==> config.mk <==
export PLATFORM = sky130hd
export DESIGN_NAME = pwr_clk_ctrl
export DESIGN_NICKNAME = d
export VERILOG_FILES = /design/src/rtl/pcc_pkg.sv /design/src/rtl/pcc_regs.sv /design/src/rtl/pcc_mode_fsm.sv /design/src/rtl/pcc_clkdiv.sv /design/src/rtl/pwr_clk_ctrl.sv
export SDC_FILE = /design/constraint.sdc
export NUM_CORES = 1
export LEC_CHECK = 0
export BUFFER_PORTS_ARGS = -buffer_cell sky130_fd_sc_hd__buf_4
export CELL_PAD_IN_SITES_DETAIL_PLACEMENT = 1
export CELL_PAD_IN_SITES_GLOBAL_PLACEMENT = 2
export CORE_MARGIN = 5
export CORE_UTILIZATION = 32
export DETAILED_ROUTE_END_ITERATION = 8
export HOLD_SLACK_MARGIN = 0.03
export PLACE_DENSITY = 0.85
export SKIP_CTS_REPAIR_TIMING = 1
export SYNTH_ARGS = -nofsm -noshare
export SYNTH_HDL_FRONTEND = slang
export SYNTH_HIERARCHICAL = 1
export SYNTH_SLANG_ARGS = --single-unit
export TNS_END_PERCENT = 30
==> constraint.sdc <==
create_clock -name clk -period 2 [get_ports clk]
set_input_delay 0.2 -clock clk [delete_from_list [all_inputs] [get_ports clk]]
set_output_delay 0.2 -clock clk [all_outputs]
set_load 0.01 [all_outputs]
==> src/rtl/pcc_pkg.sv <==
package pcc_pkg;
    parameter int SEL_W = 3;
    parameter int CNT_W = 5;

    typedef enum logic [2:0] {
        M_RESET  = 3'd0,
        M_HIGH   = 3'd1,
        M_MED    = 3'd2,
        M_SLEEP  = 3'd3,
        M_SSTBY  = 3'd4,
        M_HWSTBY = 3'd5
    } mode_e;

    function automatic logic is_run(input mode_e m);
        return (m == M_HIGH) || (m == M_MED);
    endfunction
endpackage

==> src/rtl/pcc_regs.sv <==
module pcc_regs #(
    parameter int SEL_W = 3,
    parameter int CNT_W = 5
) (
    input  logic             clk,
    input  logic             rst_n,
    input  logic             clr,
    input  logic             wr_ok,
    input  logic             we,
    input  logic [SEL_W:0]   wdata,
    output logic [SEL_W-1:0] sel_o,
    output logic             stby_o
);
    localparam logic [SEL_W-1:0] MAX_SEL = SEL_W'(CNT_W);

    typedef struct packed {
        logic             stby;
        logic [SEL_W-1:0] sel;
    } reg_t;

    reg_t st_d, st_q;

    always_comb begin
        st_d = st_q;
        if (clr) begin
            st_d = '0;
        end else if (we && wr_ok) begin
            st_d.stby = wdata[SEL_W];
            st_d.sel  = (wdata[SEL_W-1:0] > MAX_SEL) ? MAX_SEL : wdata[SEL_W-1:0];
        end
    end

    always_ff @(posedge clk or negedge rst_n) begin
        if (!rst_n) st_q <= '0;
        else        st_q <= st_d;
    end

    assign sel_o  = st_q.sel;
    assign stby_o = st_q.stby;
endmodule

==> src/rtl/pcc_mode_fsm.sv <==
module pcc_mode_fsm
    import pcc_pkg::*;
#(
    parameter int SEL_W = 3
) (
    input  logic             clk,
    input  logic             rst_n,
    input  logic             wdt_ovf,
    input  logic             hstby_n,
    input  logic             sleep_req,
    input  logic             bus_end,
    input  logic             nmi,
    input  logic             irq_any,
    input  logic             irq_dis,
    input  logic             ext_irq,
    input  logic             stby_sel,
    input  logic [SEL_W-1:0] sel_cfg,
    output mode_e            mode_o,
    output logic [SEL_W-1:0] act_sel_o
);
    typedef struct packed {
        mode_e            mode;
        logic [SEL_W-1:0] act_sel;
    } fsm_t;

    fsm_t st_d, st_q;

    function automatic mode_e run_of(input logic [SEL_W-1:0] s);
        return (s != '0) ? M_MED : M_HIGH;
    endfunction

    always_comb begin
        st_d = st_q;
        if (wdt_ovf) begin
            st_d.mode    = M_RESET;
            st_d.act_sel = '0;
        end else if (!hstby_n) begin
            st_d.mode    = M_HWSTBY;
            st_d.act_sel = '0;
        end else begin
            unique case (st_q.mode)
                M_RESET: st_d.mode = M_HIGH;
                M_HIGH, M_MED: begin
                    // the ratio in use only moves at a bus-cycle boundary
                    if (bus_end) st_d.act_sel = sel_cfg;
                    if (sleep_req) st_d.mode = stby_sel ? M_SSTBY : M_SLEEP;
                    else           st_d.mode = run_of(st_d.act_sel);
                end
                M_SLEEP: begin
                    if (nmi || (irq_any && !irq_dis)) st_d.mode = run_of(st_q.act_sel);
                end
                M_SSTBY: begin
                    if (nmi || ext_irq) st_d.mode = run_of(st_q.act_sel);
                end
                M_HWSTBY: st_d.mode = M_HWSTBY;
                default:  st_d.mode = M_RESET;
            endcase
        end
    end

    always_ff @(posedge clk or negedge rst_n) begin
        if (!rst_n) begin
            st_q.mode    <= M_RESET;
            st_q.act_sel <= '0;
        end else begin
            st_q <= st_d;
        end
    end

    assign mode_o    = st_q.mode;
    assign act_sel_o = st_q.act_sel;
endmodule

==> src/rtl/pcc_clkdiv.sv <==
module pcc_clkdiv #(
    parameter int SEL_W = 3,
    parameter int CNT_W = 5
) (
    input  logic             clk,
    input  logic             rst_n,
    input  logic             active,
    input  logic [SEL_W-1:0] sel_req,
    output logic             en
);
    typedef struct packed {
        logic [CNT_W-1:0] cnt;
    } div_t;

    div_t st_d, st_q;
    logic [CNT_W:0] span;

    always_comb begin
        st_d = st_q;
        span = (CNT_W+1)'(1) << sel_req;
        if (!active) begin
            st_d.cnt = '0;
        end else if (st_q.cnt == '0) begin
            // reload only at a period boundary, picking up the latest ratio
            st_d.cnt = CNT_W'(span - 1'b1);
        end else begin
            st_d.cnt = st_q.cnt - 1'b1;
        end
    end

    always_ff @(posedge clk or negedge rst_n) begin
        if (!rst_n) st_q <= '0;
        else        st_q <= st_d;
    end

    assign en = active && (st_q.cnt == '0);
endmodule

==> src/rtl/pwr_clk_ctrl.sv <==
module pwr_clk_ctrl
    import pcc_pkg::*;
#(
    parameter int SEL_W = pcc_pkg::SEL_W,
    parameter int CNT_W = pcc_pkg::CNT_W
) (
    input  logic           clk,
    input  logic           rst_n,
    input  logic           wdt_ovf,
    input  logic           hstby_n,
    input  logic           cfg_we,
    input  logic [SEL_W:0] cfg_wdata,
    output logic [SEL_W:0] cfg_rdata,
    input  logic           sleep_req,
    input  logic           bus_end,
    input  logic           nmi,
    input  logic           irq_any,
    input  logic           irq_dis,
    input  logic           ext_irq,
    output logic [2:0]     mode,
    output logic           bm_clk_en,
    output logic           cpu_halt
);
    mode_e            mode_w;
    logic [SEL_W-1:0] sel_cfg;
    logic             stby_sel;
    logic [SEL_W-1:0] act_sel;
    logic             div_active;

    pcc_regs #(.SEL_W(SEL_W), .CNT_W(CNT_W)) u_regs (
        .clk    (clk),
        .rst_n  (rst_n),
        .clr    (wdt_ovf || !hstby_n),
        .wr_ok  (is_run(mode_w)),
        .we     (cfg_we),
        .wdata  (cfg_wdata),
        .sel_o  (sel_cfg),
        .stby_o (stby_sel)
    );

    pcc_mode_fsm #(.SEL_W(SEL_W)) u_fsm (
        .clk       (clk),
        .rst_n     (rst_n),
        .wdt_ovf   (wdt_ovf),
        .hstby_n   (hstby_n),
        .sleep_req (sleep_req),
        .bus_end   (bus_end),
        .nmi       (nmi),
        .irq_any   (irq_any),
        .irq_dis   (irq_dis),
        .ext_irq   (ext_irq),
        .stby_sel  (stby_sel),
        .sel_cfg   (sel_cfg),
        .mode_o    (mode_w),
        .act_sel_o (act_sel)
    );

    assign div_active = is_run(mode_w) || (mode_w == M_SLEEP);

    pcc_clkdiv #(.SEL_W(SEL_W), .CNT_W(CNT_W)) u_div (
        .clk     (clk),
        .rst_n   (rst_n),
        .active  (div_active),
        .sel_req (act_sel),
        .en      (bm_clk_en)
    );

    assign cfg_rdata = {stby_sel, sel_cfg};
    assign mode      = mode_w;
    assign cpu_halt  = !is_run(mode_w);
endmodule

### Word level (Yosys, flattened, before mapping)

Cells that the tools add are included.

| word-level totals | value |
|---|---|
| output and inout bits | 9 |
| register bits | 15 |
| bits of input ports | 15 |

| cells by class | value |
|---|---|
| equality and inequality tests | 8 |
| multiplexer cells | 19 |
| reduce and logical (&&, ||, !) cells | 18 |
| order comparisons | 1 |
| add/sub/neg operators | 2 |
| shifts and indexed selects | 1 |

Operators with widths:

| operator | number |
|---|---|
| $mux W3 | 10 |
| $pmux W3 S5 | 1 |
| $mux W6 | 2 |
| $mux W5 | 2 |
| $sub A5 B1 Y5 const B | 2 |
| $mux W4 | 2 |
| $ne A4 B3 Y1 const B | 2 |
| $eq A3 B2 Y1 const B | 2 |
| $eq A3 B3 Y1 const B | 2 |
| $reduce_bool A3 Y1 | 2 |
| $logic_not A5 Y1 | 1 |
| $logic_or A1 B1 Y1 | 5 |
| $shl A1 B3 Y5 const A | 1 |
| $mux W2 | 2 |
| $eq A3 B1 Y1 const B | 1 |
| $gt A3 B3 Y1 const B | 1 |
| $logic_and A1 B1 Y1 | 3 |
| $logic_not A1 Y1 | 3 |
| $logic_not A3 Y1 | 1 |
| $ne A3 B2 Y1 const B | 1 |
| $reduce_and A2 Y1 | 1 |
| $reduce_bool A2 Y1 | 1 |
| $reduce_or A2 Y1 | 1 |

### Logic depth before layout (Yosys ltp)

Gate-level depths: netlist (run 1).

| depth | value |
|---|---|
| word-level depth | 11 |
| gate-level depth with buffers | 9 |
| mapped depth without buffers | 9 |

### Hierarchy

The synthesis (run 1) kept the hierarchy.

By module, submodules not included:

| module | instances | cells each | area each (µm²) |
|---|---|---|---|
| pcc_mode_fsm | 1 | 45 | 420.4 |
| pcc_clkdiv | 1 | 30 | 321.6 |
| pcc_regs | 1 | 18 | 211.5 |
| pwr_clk_ctrl | 1 | 7 | 45.0 |

### Least setup slack after synthesis (run 1)

No wires, ideal clock.

| timing path | value |
|---|---|
| kind | register to output |
| start | register, netlist name u_fsm/mode_o[1] |
| end | output port bm_clk_en |
| cell stages (with the launch flop) | 5 |
| arrival | 1.601 ns |
| buffers on the path | 0 |
| required time | 1.800 ns |
| setup slack | 0.199 ns |
| cell sequence | dfrtp_1 > nor2_1 > nor2_1 > or4b_2 > nor3_1 |

| between the ends | value |
|---|---|
| word-level cells in the longest chain between the ends | 4 |

RTL lines:

| element | line | RTL |
|---|---|---|
| $eq A3 B1 Y1 or $eq A3 B2 Y1 (tied branches) | pcc_pkg.sv:15 | `return (m == M_HIGH) \|\| (m == M_MED);` |
| $logic_or A1 B1 Y1 | pcc_pkg.sv:15 |  |
| $logic_or A1 B1 Y1 * | pwr_clk_ctrl.sv:58 | `assign div_active = is_run(mode_w) \|\| (mode_w == M_SLEEP);` |
| net div_active | pwr_clk_ctrl.sv:28 | `logic div_active;` |
| $logic_and A1 B1 Y1 * | pcc_clkdiv.sv:36 | `assign en = active && (st_q.cnt == '0);` |
| end: declaration | pwr_clk_ctrl.sv:21 | `output logic bm_clk_en,` |

Mark *: on every way through the listed nets, which the timed path passes. The rest lies on a longest branch.

==> results of run 1 <==
-- report_power, final --
part | total [W] | internal [W] | switching (W)
Combinational | 0.000634 | 0.000322 | 0.000312
Clock | 0.000172 | 0.0000773 | 0.0000948
Sequential | 0.000429 | 0.000347 | 0.0000818
-- flip-flops by register name (all words and copies together), names as in the netlist --
signal           count
u_fsm/mode_o         3
u_regs/stby_o        1
u_div/st_q           5
u_regs/sel_o         3
u_fsm/act_sel_o      3
-- cells in the mapped netlist (2+ instances only) --
library cell	n	area, um^2
and2_1	3	18.8
xnor2_1	3	26.3
a21oi_1	10	50.1
a21bo_1	3	30.0
o21ai_0	4	20.0
mux2i_1	4	40.0
nor2b_1	2	12.5
nor3b_1	2	15.0
a211oi_1	2	15.0
dfrtp_1	15	375
nand2b_1	3	18.8
nand3_1	3	15.0
nor3_1	5	25.0
buf_4	2	15.0
a31oi_1	3	18.8
nor2_1	10	37.5
inv_1	2	7.51
-- critical path, stage by stage, from the launching register on --
cell and delay, ns:
dfrtp_1 0.46, nor4_4 0.36, nand2_1 0.10, nor2_1 0.16
nor2_1 0.07, ha_1 0.21, inv_1 0.11, a2111oi_4 0.06
xnor2_1 0.12, and2_1 0.15
-- layout by cell type (no fill, tap or decap), drive strengths merged, types with 2 or more instances in the layout --
cell type  instances
a211o              2
a211oi             3
a21bo              3
a21oi             11
a31oi              3
and2               3
buf               29
clkbuf             4
dfrtp             15
inv                2
mux2i              4
nand2b             4
nand3              3
nor2              10
nor2b              2
nor3               5
nor3b              3
nor4               3
o21ai              4
xnor2              3
-- logic make-up (layout without fill, tap and decap cells) --
family	count (synthesis)	count (layout)	share of synthesized area [%]
AND/OR/NAND/NOR	41	41	26.6
adder cells (fa/ha/maj)	1	1	1.25
XOR/XNOR	4	4	3.51
buffers and inverters	6	36	3.88
multiplexers	4	4	4.01
flip-flops	15	15	37.6
AO/OA/AOI/OAI	29	29	23.2
-- layer usage --
metal | vias up | GRT usage, % | part of all wire (%)
li1 | 438 | - | -
met1 | 433 | 17.6 | 47
met5 | - | 0 | 0
met4 | 0 | 3.89 | 0.95
met2 | 14 | 22.0 | 49
met3 | 2 | 1.87 | 3.0
-- through the flow --
step	setup slack, ns	instances	hold WS (ns)
after detailed placement	0.0881	169	0.0674
after global placement	0.268	169	0.0666
after floorplan	0.199	100	-0.0956
after global routing	-0.0228	174	0.0947
after CTS	0.0354	173	-0.240
final	0.0858	174	0.0935
-- worst paths after layout --
path / from / end / slack, ns / cells after the start
setup / recovery: u_fsm/act_sel_o[2] / u_div/st_q[4] / 0.09 / 9
hold / removal: wdt_ovf / u_fsm/mode_o[0] / 0.09 / 2
min in group asynchronous: rst_n / u_fsm/mode_o[1] / 0.31 / 2
hold reg to reg: u_div/st_q[0] / u_div/st_q[0] / 0.61 / 1
setup reg to reg: u_fsm/act_sel_o[2] / u_div/st_q[4] / 0.09 / 9
max in group asynchronous: rst_n / u_div/st_q[1] / 1.52 / 2
-- cell type report --
class                   instances  area (um^2)
well taps                      44         55.1
fillers                       364         1740
clock buffers                   4         26.3
flip-flops and latches         15          375
inverters                       2         7.51
multi-input cells              79          597
repair buffers                 30          228
==> results.cfg, run 1 <==
[final_layout]
design_area_um2 = 1290
drive_gt1_share_pct = 36.2
diodes = 0
layout.nets = 147
final_util_pct = 42.6
area_growth_pct = 29.1

[clock_tree]
htreeDepth = 1
clock_latency_ns = 0.28
clock_path_buffers = 2
cts_buffers = 3
clk_pin_slew_ns = 0.09
cts_tree = built
cts_root_buf = clkbuf_4
cts_num_sinks = 15

[detailed_routing]
antenna_left = 0
vias = 887
via_per_inst = 5.10
first_iter_violations = 45
wl_per_cell_um = 15.2
drcViolationCount = 0
firstDrtPassIters = 4
wl_mm = 2.64

[worst_setup_path]
crit_type = register to register
cp.required_ns = 2.17
worstPathMaxFanout = 6
worstSetupEndpointType = register
crit_arrival_ns = 2.09
start_kind = register

[timing]
tightest_slew_ns = 0.405
max_freq_mhz = 522
slew_headroom_pct = 72.7
fin_setup_tns_ns = 0
period_needed_ns = 1.91
skew_ns = 0.00123
min_period_over_period_pct = 95.7
finalHoldViolations = 0
setup-violations-final = 0
maxSlewViolCount = 0

[place]
postPlaceCellArea_um2 = 1240
portBuffers = 23
gp_congestion = 0.872
dpl.hpwl_mm = 2.06

[die]
rows = 20
die_width_um = 65.9
dieArea_um2 = 4340
io_pins = 24
initial_utilization_pct = 33.0
core_area_um2 = 3030
die_h_um = 65.9

[flow_run]
cap_violations = 0

[yosys]
yosys_warnings = 6
synth_seq_area_share_pct = 37.6
async_reset_ff_share_pct = 100
synth_area_um2 = 998
synth_ff_type = dfrtp_1
netlist-cell-type-count = 41
syn-num-nets = 116
synth_edf_count = 0
avgSynthCellArea_um2 = 9.98
syn_inst = 100
ys_ff_latch = 15

[pwr]
p_per_area_nw_per_um2 = 959
power_leakage_nw = 0.546
report.power.total_w = 0.00124
vdd_drop_max_mv = 0.347

[global_routing]
grt_pass1_vias = 939
track_usage_pct = 13.2
grt_pass1_wl_mm = 4.44
grt_antenna_before_repair = 0
gr-total-overflow = 0
grt_max_degree = 16

[worst_hold_path]
hp-class = input pin to register

[outcome]
status = complete, no violations
Note: power is estimated with default switching activity, not from simulation.
==> inputs of run 2 (changes only) <==
--- a/config.mk
+++ b/config.mk
@@ -5,17 +5,16 @@
 export SDC_FILE = /design/constraint.sdc
 export NUM_CORES = 1
 export LEC_CHECK = 0
-export BUFFER_PORTS_ARGS = -buffer_cell sky130_fd_sc_hd__buf_4
 export CELL_PAD_IN_SITES_DETAIL_PLACEMENT = 1
 export CELL_PAD_IN_SITES_GLOBAL_PLACEMENT = 2
 export CORE_MARGIN = 5
-export CORE_UTILIZATION = 32
+export CORE_UTILIZATION = 35
 export DETAILED_ROUTE_END_ITERATION = 8
+export DONT_BUFFER_PORTS = 1
 export HOLD_SLACK_MARGIN = 0.03
-export PLACE_DENSITY = 0.85
+export PLACE_DENSITY = 0.79
 export SKIP_CTS_REPAIR_TIMING = 1
 export SYNTH_ARGS = -nofsm -noshare
 export SYNTH_HDL_FRONTEND = slang
 export SYNTH_HIERARCHICAL = 1
 export SYNTH_SLANG_ARGS = --single-unit
-export TNS_END_PERCENT = 30
==> results.cfg, run 2 (synthesized netlist as in run 1, its figures left out) <==
[worst_setup_path]
crit_arrival_ns = 1.70
crit_chain = or4b_2, nor3_2, buf_4
worstPathMaxFanout = 5
ff2ff_setup_slack_ns = 0.14
r2r_start = u_fsm/act_sel_o[2]
critPathBufInv = 1
cpLargestDelayFamily = simple AND/OR/NAND/NOR gates
path_depth = 3
reg2reg_to = u_div/st_q[4]
slowest_delay_ns = 0.71
cp.required_ns = 1.80
crit_slowest_cell = or4b_2
r2r_cells = 9
start_kind = register
worstSetupEndpointType = output port
crit_type = register to output port

[final_layout]
area_growth_pct = 14.9
final_util_pct = 42.0
drive_gt1_share_pct = 25.0
final_common_cell = dfrtp_1
largest-register = u_div/st_q
layout.nets = 129
mostFrequentLayoutCells = dfrtp_1, a21oi_1, nor2_1
diodes = 0
largest_reg_flops = 5

[pwr]
p_per_area_nw_per_um2 = 1040
power_leakage_nw = 0.456
p_sw_w = 0.000465
power_frac_seq_pct = 36.0
vdd_drop_max_mv = 0.668
p_int_w = 0.000723
pwr-share-clk_pct = 14.6
swShare_pct = 39.1
pwr-share-comb_pct = 49.4

[die]
dieArea_um2 = 4020
die_width_um = 63.4
core_area_um2 = 2730
initial_utilization_pct = 36.5
rows = 19
die_h_um = 63.4
io_pins = 24

[global_routing]
grt_max_degree = 16
grt_antenna_before_repair = 0
gr-total-overflow = 0
track_usage_pct = 12.2
grt_pass1_wl_mm = 3.99
grt_pass1_vias = 857

[worst_hold_path]
hold_depth = 2
hold_path_end = u_regs/sel_o[2]
hp-class = input pin to register
hp-start = cfg_wdata[2]

[timing]
slew_headroom_pct = 52.6
maxSlewViolCount = 0
max_freq_mhz = 526
tightest_slew_ns = 0.709
min_period_over_period_pct = 95.0
period_needed_ns = 1.90
fin_setup_tns_ns = 0
setup-violations-final = 0
finalHoldViolations = 0
worst_slack_ns = 0.101
rsz0062_at_grt = no
skew_ns = 0.00277

[clock_tree]
clock_path_buffers = 2
clk_pin_slew_ns = 0.09
cts_num_sinks = 15
clock_latency_ns = 0.28
htreeDepth = 1
cts_root_buf = clkbuf_4
cts_buffers = 3
cts_tree = built

[detailed_routing]
firstDrtPassIters = 3
first_iter_violations = 18
vias = 828
wl_per_cell_um = 17.1
antenna_left = 0
wl_mm = 2.45
drcViolationCount = 0
via_per_inst = 5.79

[flow_run]
cap_violations = 0

[place]
portBuffers = 0
dpl.hpwl_mm = 1.91
gp_congestion = 0.965
pre_cts_ws_ns = 0.121

[outcome]
status = complete, no violations
==> run 2: cell types whose count changed in the layout (fill, tap and decap cells not counted) <==
cell and change:
buf_4 -21, clkbuf_1 -1, clkinv_2 +1, dfrtp_1 -1
dfrtp_2 +1, dlygate4sd3_1 +3
==> run 2: through the flow <==
step / hold slack (ns) / instances / total power [W] / cell area, um^2
global route: 0.0546 / 143 / 0.00128 / 1150
CTS: -0.413 / 139 / 0.00117 / 1090
finish: 0.0544 / 143 / 0.00119 / 1150
detailed placement: -0.0952 / 135 / 0.000987 / 1070
global placement: -0.0951 / 135 / 0.000960 / 1070
floorplan: -0.0956 / 100 / 0.000841 / 998
==> run 2: per-layer routing <==
layer / vias up / global-route usage, % / part of all wire (%) / wire length, um
met5: - / 0 / 0 / 0
met4: 0 / 2.08 / 0.53 / 13
met3: 2 / 6.22 / 5.1 / 126
met2: 14 / 21.6 / 51 / 1260
met1: 412 / 13.1 / 43 / 1050
li1: 400 / - / - / -
==> run 2: worst max-delay path by stage <==
stage / start / endpoint / slack (ns)
5_1_grt: u_fsm/act_sel_o[2] / u_div/st_q[4] / 0.0002
3_3_place_gp: u_fsm/act_sel_o[2] / u_div/st_q[4] / 0.22
4_1_cts: u_div/st_q[1] / bm_clk_en / 0.05
2_1_floorplan: u_fsm/mode_o[1] / bm_clk_en / 0.20
3_5_place_dp: u_fsm/act_sel_o[2] / u_div/st_q[4] / 0.12
6_report: u_div/st_q[1] / bm_clk_en / 0.10
==> run 2: cell type report <==
type | instances | area [um^2]
clock buffer | 3 | 22.5
fill | 312 | 1590
sequential | 15 | 377
inverter | 2 | 7.51
timing repair buffer | 12 | 100
clock inverter | 1 | 5.00
multi-input combinational | 79 | 597
tap | 31 | 38.8
==> run 2: power by group through the flow <==
stage | Sequential, W | Clock, W | Combinational [W]
after floorplan | 0.000420 | 0 | 0.000421
final | 0.000427 | 0.000174 | 0.000587
after global routing | 0.000432 | 0.000199 | 0.000653
after CTS | 0.000422 | 0.000185 | 0.000562
after global placement | 0.000425 | 0 | 0.000535
after detailed placement | 0.000428 | 0 | 0.000559
==> inputs of run 3 (changes only) <==
--- a/config.mk
+++ b/config.mk
@@ -9,10 +9,12 @@
 export CELL_PAD_IN_SITES_GLOBAL_PLACEMENT = 2
 export CORE_MARGIN = 5
 export CORE_UTILIZATION = 35
+export CTS_BUF_LIST = sky130_fd_sc_hd__clkbuf_8
 export DETAILED_ROUTE_END_ITERATION = 8
 export DONT_BUFFER_PORTS = 1
 export HOLD_SLACK_MARGIN = 0.03
 export PLACE_DENSITY = 0.79
+export REMOVE_ABC_BUFFERS = 1
 export SKIP_CTS_REPAIR_TIMING = 1
 export SYNTH_ARGS = -nofsm -noshare
 export SYNTH_HDL_FRONTEND = slang
==> results.cfg, run 3 (synthesized netlist as in run 1, its figures left out) <==
[worst_setup_path]
r2r_start = u_fsm/act_sel_o[2]
crit_slowest_cell = or4b_2
crit_arrival_ns = 1.71
crit_end = bm_clk_en
crit_chain = or4b_2, nor3_2, buf_4
worstPathMaxFanout = 5
ff2ff_setup_slack_ns = 0.14
path_depth = 3
cp.required_ns = 1.80
worstSetupEndpointType = output port
r2r_cells = 9
critPathBufInv = 1
cpLargestDelayFamily = simple AND/OR/NAND/NOR gates
crit_type = register to output port
reg2reg_to = u_div/st_q[4]
crit_start = u_div/st_q[1]
slowest_delay_ns = 0.71
start_kind = register

[final_layout]
layout.nets = 128
largest-register = u_div/st_q
final_common_cell = dfrtp_1
area_growth_pct = 14.8
drive_gt1_share_pct = 21.6
n_fill_cell = 319
mostFrequentLayoutCells = dfrtp_1, nor2_1, a21oi_1
diodes = 0
largest_reg_flops = 5

[pwr]
p_int_w = 0.000778
swShare_pct = 37.7
vdd_drop_max_mv = 0.778
p_sw_w = 0.000471
power_leakage_nw = 0.462
p_per_area_nw_per_um2 = 1090
power_frac_seq_pct = 34.2
pwr-share-comb_pct = 46.0
pwr-share-clk_pct = 19.8

[global_routing]
grt_pass1_wl_mm = 4.22
gr-total-overflow = 0
grt_pass1_vias = 893
grt_max_degree = 16
track_usage_pct = 12.9
grt_antenna_before_repair = 0

[detailed_routing]
via_per_inst = 5.89
vias = 836
wl_mm = 2.58
first_iter_violations = 41
drcViolationCount = 0
antenna_left = 0
wl_per_cell_um = 18.2
firstDrtPassIters = 3

[die]
die_width_um = 63.4
initial_utilization_pct = 36.5
io_pins = 24
die_h_um = 63.4
rows = 19
dieArea_um2 = 4020
core_area_um2 = 2730

[timing]
skew_ns = 0.00418
tightest_slew_ns = 0.706
setup-violations-final = 0
period_needed_ns = 1.91
maxSlewViolCount = 0
min_period_over_period_pct = 95.7
rsz0062_at_grt = no
finalHoldViolations = 0
slew_headroom_pct = 52.8
worst_slack_ns = 0.0861
max_freq_mhz = 522
fin_setup_tns_ns = 0

[flow_run]
cap_violations = 0

[clock_tree]
htreeDepth = 1
cts_tree = built
clock_latency_ns = 0.25
clock_path_buffers = 2
cts_num_sinks = 15
clk_pin_slew_ns = 0.07
cts_root_buf = clkbuf_8
cts_buffers = 3

[place]
dpl.hpwl_mm = 1.93
gp_congestion = 0.919
pre_cts_ws_ns = 0.144
portBuffers = 0

[worst_hold_path]
hp-class = input pin to register

[outcome]
status = complete, no violations
[run 3: cell types whose count changed in the layout (fill, tap and decap cells not counted), sizes merged]
cell / change
clkinv: -1
dlygate4sd3: -1
inv: +1
[run 3: cell type report]
type / count / area (um^2) / share of cell area [%]
timing repair buffer: 11 / 90.1 / 7.86
clock buffer: 3 / 41.3 / 3.60
sequential: 15 / 375 / 32.8
clock inverter: 1 / 3.75 / 0.328
inverter: 2 / 7.51 / 0.655
tap: 31 / 38.8 / 3.38
multi-input combinational: 79 / 589 / 51.4
[run 3: power groups by stage]
| stage | logic (W) | registers [W] | clock network (W) |
|---|---|---|---|
| after global placement | 0.000535 | 0.000425 | 0 |
| after floorplan | 0.000409 | 0.000423 | 0 |
| after global routing | 0.000633 | 0.000430 | 0.000265 |
| final | 0.000575 | 0.000427 | 0.000247 |
| after CTS | 0.000567 | 0.000425 | 0.000256 |
| after detailed placement | 0.000561 | 0.000429 | 0 |
[run 3: worst min path at each step]
stage                     cells past startpoint               to  slack, ns  startpoint
after floorplan                               0    u_div/st_q[0]       -0.1       rst_n
after global placement                        0    u_div/st_q[4]       -0.1       rst_n
after detailed placement                      0    u_div/st_q[4]       -0.1       rst_n
after CTS                                     0    u_div/st_q[4]      -0.37       rst_n
after global routing                          1  u_regs/sel_o[0]       0.07      cfg_we
final                                         1  u_regs/sel_o[0]       0.07      cfg_we
[run 3: metrics by stage]
step	cell area [um^2]	instances	total power [W]	util (%)	hold slack (ns)
after floorplan	967	96	0.000832	-	-0.0956
after global placement	1070	135	0.000961	39.0	-0.0951
after detailed placement	1070	135	0.000990	39.0	-0.0951
after CTS	1110	139	0.00125	40.6	-0.369
after global routing	1150	142	0.00133	41.9	0.0657
final	1150	142	0.00125	41.9	0.0670
[run 3: per-layer routing]
metal | vias to the layer above | wire length [um] | track usage, %
li1 | 391 | - | -
met1 | 422 | 1100 | 15.1
met2 | 19 | 1330 | 21.6
met3 | 4 | 129 | 4.97
met4 | 0 | 19 | 4.16
met5 | - | 0 | 0
